===== src/rtl/biphase_pkg.sv =====
`timescale 1ns/1ps
package biphase_pkg;
  typedef enum logic [1:0] {
    SEG_PH1  = 2'd0,
    SEG_GAPA = 2'd1,
    SEG_PH2  = 2'd2,
    SEG_GAPB = 2'd3
  } seg_e;
endpackage


===== src/rtl/biphase_rst_sync.sv =====
`timescale 1ns/1ps
module biphase_rst_sync #(
  parameter int STAGES = 2
) (
  input  logic clk,
  input  logic rst_n,
  output logic rst_sync_n
);
  logic [STAGES-1:0] chain_q;
  logic [STAGES-1:0] chain_d;

  always_comb begin
    chain_d = {chain_q[STAGES-2:0], 1'b1};
  end

  always_ff @(posedge clk or negedge rst_n) begin
    if (!rst_n) chain_q <= '0;
    else        chain_q <= chain_d;
  end

  assign rst_sync_n = chain_q[STAGES-1];
endmodule


===== src/rtl/biphase_seq.sv =====
`timescale 1ns/1ps
module biphase_seq
  import biphase_pkg::*;
#(
  parameter int PH1_CYC   = 7,
  parameter int GAP12_CYC = 2,
  parameter int PH2_CYC   = 23,
  parameter int GAP21_CYC = 2
) (
  input  logic clk,
  input  logic rst_sync_n,
  output seg_e seg,
  output logic seg_first
);
  localparam int MAX_A  = (PH1_CYC > GAP12_CYC) ? PH1_CYC : GAP12_CYC;
  localparam int MAX_B  = (PH2_CYC > GAP21_CYC) ? PH2_CYC : GAP21_CYC;
  localparam int MAX_W  = (MAX_A > MAX_B) ? MAX_A : MAX_B;
  localparam int CW     = $clog2(MAX_W + 1);
  localparam logic [CW-1:0] LAST1  = CW'(PH1_CYC - 1);
  localparam logic [CW-1:0] LASTGA = CW'(GAP12_CYC - 1);
  localparam logic [CW-1:0] LAST2  = CW'(PH2_CYC - 1);
  localparam logic [CW-1:0] LASTGB = CW'(GAP21_CYC - 1);

  seg_e          seg_q, seg_d;
  logic [CW-1:0] cnt_q, cnt_d;
  logic          cnt_en;

  assign cnt_en = 1'b1;

  always_comb begin
    seg_d = seg_q;
    cnt_d = cnt_q + 1'b1;
    unique case (seg_q)
      SEG_PH1:  if (cnt_q == LAST1)  begin seg_d = SEG_GAPA; cnt_d = '0; end
      SEG_GAPA: if (cnt_q == LASTGA) begin seg_d = SEG_PH2;  cnt_d = '0; end
      SEG_PH2:  if (cnt_q == LAST2)  begin seg_d = SEG_GAPB; cnt_d = '0; end
      SEG_GAPB: if (cnt_q == LASTGB) begin seg_d = SEG_PH1;  cnt_d = '0; end
      default:  begin seg_d = SEG_PH1; cnt_d = '0; end
    endcase
  end

  always_ff @(posedge clk or negedge rst_sync_n) begin
    if (!rst_sync_n) begin
      seg_q <= SEG_PH1;
      cnt_q <= '0;
    end else if (cnt_en) begin
      seg_q <= seg_d;
      cnt_q <= cnt_d;
    end
  end

  assign seg       = seg_q;
  assign seg_first = (cnt_q == '0);
endmodule


===== src/rtl/biphase_outreg.sv =====
`timescale 1ns/1ps
module biphase_outreg
  import biphase_pkg::*;
(
  input  logic clk,
  input  logic rst_sync_n,
  input  seg_e seg,
  input  logic seg_first,
  output logic phi1,
  output logic phi2,
  output logic sync_pulse
);
  logic p1_d, p2_d, sy_d;
  logic p1_q, p2_q, sy_q;

  always_comb begin
    p1_d = (seg == SEG_PH1);
    p2_d = (seg == SEG_PH2);
    sy_d = (seg == SEG_PH1) && seg_first;
  end

  always_ff @(posedge clk or negedge rst_sync_n) begin
    if (!rst_sync_n) begin
      p1_q <= 1'b0;
      p2_q <= 1'b0;
      sy_q <= 1'b0;
    end else begin
      p1_q <= p1_d;
      p2_q <= p2_d;
      sy_q <= sy_d;
    end
  end

  assign phi1       = p1_q;
  assign phi2       = p2_q;
  assign sync_pulse = sy_q;
endmodule


===== src/rtl/biphase_clkgen.sv =====
`timescale 1ns/1ps
module biphase_clkgen
  import biphase_pkg::*;
#(
  parameter int MCLK_PS   = 10000,
  parameter int PH1_CYC   = 7,
  parameter int GAP12_CYC = 2,
  parameter int PH2_CYC   = 23,
  parameter int GAP21_CYC = 2
) (
  input  logic clk,
  input  logic rst_n,
  output logic phi1,
  output logic phi2,
  output logic sync_pulse
);
  localparam int MIN_PH1_PS = 60000;
  localparam int MIN_PH2_PS = 220000;

  // parameter sanity at elaboration
  if (PH1_CYC * MCLK_PS < MIN_PH1_PS) begin : g_bad_ph1
    $error("phase-one width below minimum");
  end
  if (PH2_CYC * MCLK_PS < MIN_PH2_PS) begin : g_bad_ph2
    $error("phase-two width below minimum");
  end
  if (GAP12_CYC < 1 || GAP21_CYC < 1) begin : g_bad_gap
    $error("guard gaps must be at least one cycle");
  end

  logic rst_sync_n;
  seg_e seg;
  logic seg_first;

  biphase_rst_sync #(.STAGES(2)) u_rst (
    .clk        (clk),
    .rst_n      (rst_n),
    .rst_sync_n (rst_sync_n)
  );

  biphase_seq #(
    .PH1_CYC   (PH1_CYC),
    .GAP12_CYC (GAP12_CYC),
    .PH2_CYC   (PH2_CYC),
    .GAP21_CYC (GAP21_CYC)
  ) u_seq (
    .clk        (clk),
    .rst_sync_n (rst_sync_n),
    .seg        (seg),
    .seg_first  (seg_first)
  );

  biphase_outreg u_out (
    .clk        (clk),
    .rst_sync_n (rst_sync_n),
    .seg        (seg),
    .seg_first  (seg_first),
    .phi1       (phi1),
    .phi2       (phi2),
    .sync_pulse (sync_pulse)
  );
endmodule


===== config.mk =====
export PLATFORM = sky130hd
export DESIGN_NAME = biphase_clkgen
export DESIGN_NICKNAME = d
export VERILOG_FILES = /design/src/rtl/biphase_pkg.sv /design/src/rtl/biphase_rst_sync.sv /design/src/rtl/biphase_seq.sv /design/src/rtl/biphase_outreg.sv /design/src/rtl/biphase_clkgen.sv
export SDC_FILE = /design/constraint.sdc
export NUM_CORES = 1
export LEC_CHECK = 0
export BUFFER_PORTS_ARGS = -buffer_cell sky130_fd_sc_hd__buf_2
export CORE_AREA = 2 2 39 41
export DETAILED_ROUTE_END_ITERATION = 7
export DIE_AREA = 0 0 41 43
export MAX_ROUTING_LAYER = met4
export PLACE_DENSITY = 0.65
export SLEW_MARGIN = 0
export SYNTH_ARGS = -nofsm -noshare
export SYNTH_HDL_FRONTEND = slang
export SYNTH_SLANG_ARGS = --single-unit

===== constraint.sdc =====
create_clock -name clk -period 0.8 [get_ports clk]
set_input_delay 0.16 -clock clk [delete_from_list [all_inputs] [get_ports clk]]
set_output_delay 0.16 -clock clk [all_outputs]
set_load 0.02 [all_outputs]

==> run_results.csv <==
group,metric,value,unit
run_status,status,"finished, violations left",
run_status,violations,"setup timing",
clocking,clock_latency,0.26,ns
setup_path,r2r_slack,-1.09,ns
drt,via_count,484,
setup_path,critPathCaptureType,"flip-flop",
clocking,clkTransAtPathRegs,0.07,ns
drt,drt_wl_total,1360,um
place,dp_slack,-1.08,ns
layout,fin_nets,92,
clocking,cts_tree,"done",
synthesis,synthCells,52,
synthesis,postSynthAreaPerCell,12.2,um^2
drt,wl_per_cell,14.3,um
floorplan,fp-row-count,14,
floorplan,die_x,41,um
synthesis,synth_area,636,um^2
clocking,h-tree-depth,1,
layout,fin_cells,95,
floorplan,die_area,0.00176,mm^2
clocking,cts-root-buf,"clkbuf_4",
layout,diodes,0,
synthesis,synth_nets,63,
setup_path,cp.required,0.95,ns
flow_run,drv_cap,0,
sta,finClkSkew,0.00486,ns
floorplan,dieHeight,43,um
place,hpwlAfterDp,1000,um
sta,whs,0.167,ns
setup_path,setup.worst_path.class,"reg -> reg",
global_route,grt_pass1_wl,2240,um
setup_path,r2r_end,"u_seq.seg[1]",
layout,drive_above_1_share,54.4,%
setup_path,cp_max_fo,2,
drt,drtIter0Drc,12,
sta,min_period_over_period,237,%
sta,setup_slack,-1.09,ns
sta,min_period,1.89,ns
setup_path,worstRegToRegCells,5,
sta,timing.fmax,0.528,GHz
drt,routed_via_density,5.09,
synthesis,ys_seq_area_share,47.2,%
global_route,grt_pass1_vias,495,
layout,syn2layout_area_growth,48.6,%
hold_path,hold_class,"reg -> async",
sta,slew_violations,0,
place,placed_cells,90,
pwr,total_power,0.000992,W
clocking,clockBufferDepth,2,
global_route,grt_start_max_net_pins,11,
setup_path,crit_start,"u_seq.cnt_q[1]",
setup_path,crit-reg2reg-launch,"u_seq.cnt_q[1]",
sta,rsz0062_at_grt,"true",
place,portBuffers,4,
floorplan,ioPinCount,5,
synthesis,synth-seq-cells,12,
pwr,max-vdd-ir-drop,0.000804,V
floorplan,core,0.00138,mm^2
place,gp_congestion,0.751,
clocking,tritoncts.num_buffers,3,
floorplan,start_util,45.9,%
drt,antenna_left,0,
setup_path,worst_setup_path_start_kind,"flip-flop",
global_route,grt_usage,20.4,%
clocking,cts_sinks,12,
sta,finalHoldViolCount,0,
global_route,overflow,0,
sta,setup_viol,13,
setup_path,crit_arrival,2.04,ns
synthesis,ys_warn_count,0,
pwr,p_leak,0.437,nW
pwr,p_per_area,1050,mW/mm^2
drt,drc_errors,0,
layout,final_cell_mix,"15 x buf_4, 12 x dfrtp_1, 8 x buf_6, 7 x ha_1, 3 x clkbuf_4",
synthesis,synth.distinct_cells,24,
global_route,antenna_found_initial,0,
layout,final_common_cell,"buf_4",
drt,firstDrtPassIters,4,
what timing repair did:
action	4_1_cts	5_1_grt
pin swaps	4	4
hold endpoints to repair	2	0
buffers inserted	1	0
gates resized for setup	19	3
setup endpoints to repair	13	13
hold buffers	1	0
logic make-up after synthesis:
group | share of synthesized area [%]
flops | 47.2
fa+ha+maj | 17.7
other cells | 0.590
simple gates | 11.8
compound gates | 11.2
buf+inv | 4.13
mux | 1.77
xor+xnor | 5.51
routing by layer:
metal	global-route usage [%]	part of all wire, %
met5	-	0
met4	10.7	2.5
met3	3.14	3.2
met2	31.3	50
met1	24.7	44
state kept, by name, indices dropped and copies added, names as in the netlist:
name / count
u_seq.cnt_q: 5
u_rst.chain_q: 2
u_seq.seg: 2
u_out.phi1: 1
u_out.phi2: 1
u_out.sync_pulse: 1
cell usage after synthesis:
library cell | instances | area, um^2
a21boi_0 | 1 | 7.51
inv_1 | 4 | 15.0
o32a_2 | 1 | 11.3
nand3b_1 | 1 | 7.51
nand2_1 | 2 | 7.51
nand4bb_1 | 1 | 11.3
nor2_1 | 1 | 3.75
a22o_2 | 1 | 10.0
ha_1 | 9 | 113
buf_6 | 1 | 11.3
o32ai_1 | 1 | 8.76
xor2_1 | 2 | 17.5
conb_1 | 1 | 3.75
or4b_4 | 1 | 13.8
nor4_1 | 1 | 6.26
xnor2_1 | 2 | 17.5
or2_2 | 1 | 6.26
a222oi_1 | 1 | 10.0
mux2_1 | 1 | 11.3
dfrtp_1 | 12 | 300
nand4b_1 | 1 | 8.76
a21oi_1 | 3 | 15.0
nand3_1 | 2 | 10.0
a221oi_1 | 1 | 8.76
metrics by stage:
stage	cell area [um^2]	setup TNS, ns	util, %
2_1_floorplan	658	-5.15	-
3_3_place_gp	830	-6.37	59.9
3_5_place_dp	830	-6.60	59.9
4_1_cts	941	-7.59	68.0
5_1_grt	945	-8.24	68.3
6_report	945	-7.63	68.3
worst max path at each step:
stage / to / slack [ns] / cells after the start
2_1_floorplan: u_seq.seg[1] / -1.01 / 5
3_3_place_gp: u_seq.seg[1] / -0.98 / 5
3_5_place_dp: u_seq.seg[1] / -1.08 / 5
4_1_cts: u_seq.seg[1] / -1.08 / 5
5_1_grt: u_seq.seg[1] / -1.14 / 5
6_report: u_seq.seg[1] / -1.09 / 5
worst max-delay path, cell delays in order, from the launching register on:
cell      delay, ns
dfrtp_1        0.39
inv_2          0.06
ha_1           0.12
or4b_4         0.46
a222oi_1       0.36
mux2_2         0.40
power breakdown:
group / leakage [nW] / internal [W] / switching [W]
Combinational: 0.280 / 0.00000490 / 0.00000288
Sequential: 0.143 / 0.000611 / 0.0000106
Clock: 0.0138 / 0.000174 / 0.000189
cell type report:
type / instances / area (um^2)
fillers: 98 / 439
clock buffers: 3 / 22.5
flip-flops and latches: 12 / 300
well taps: 16 / 20.0
multi-input cells: 35 / 364
inverters: 4 / 20.0
repair buffers: 25 / 218
(Power assumes the default switching activity.)
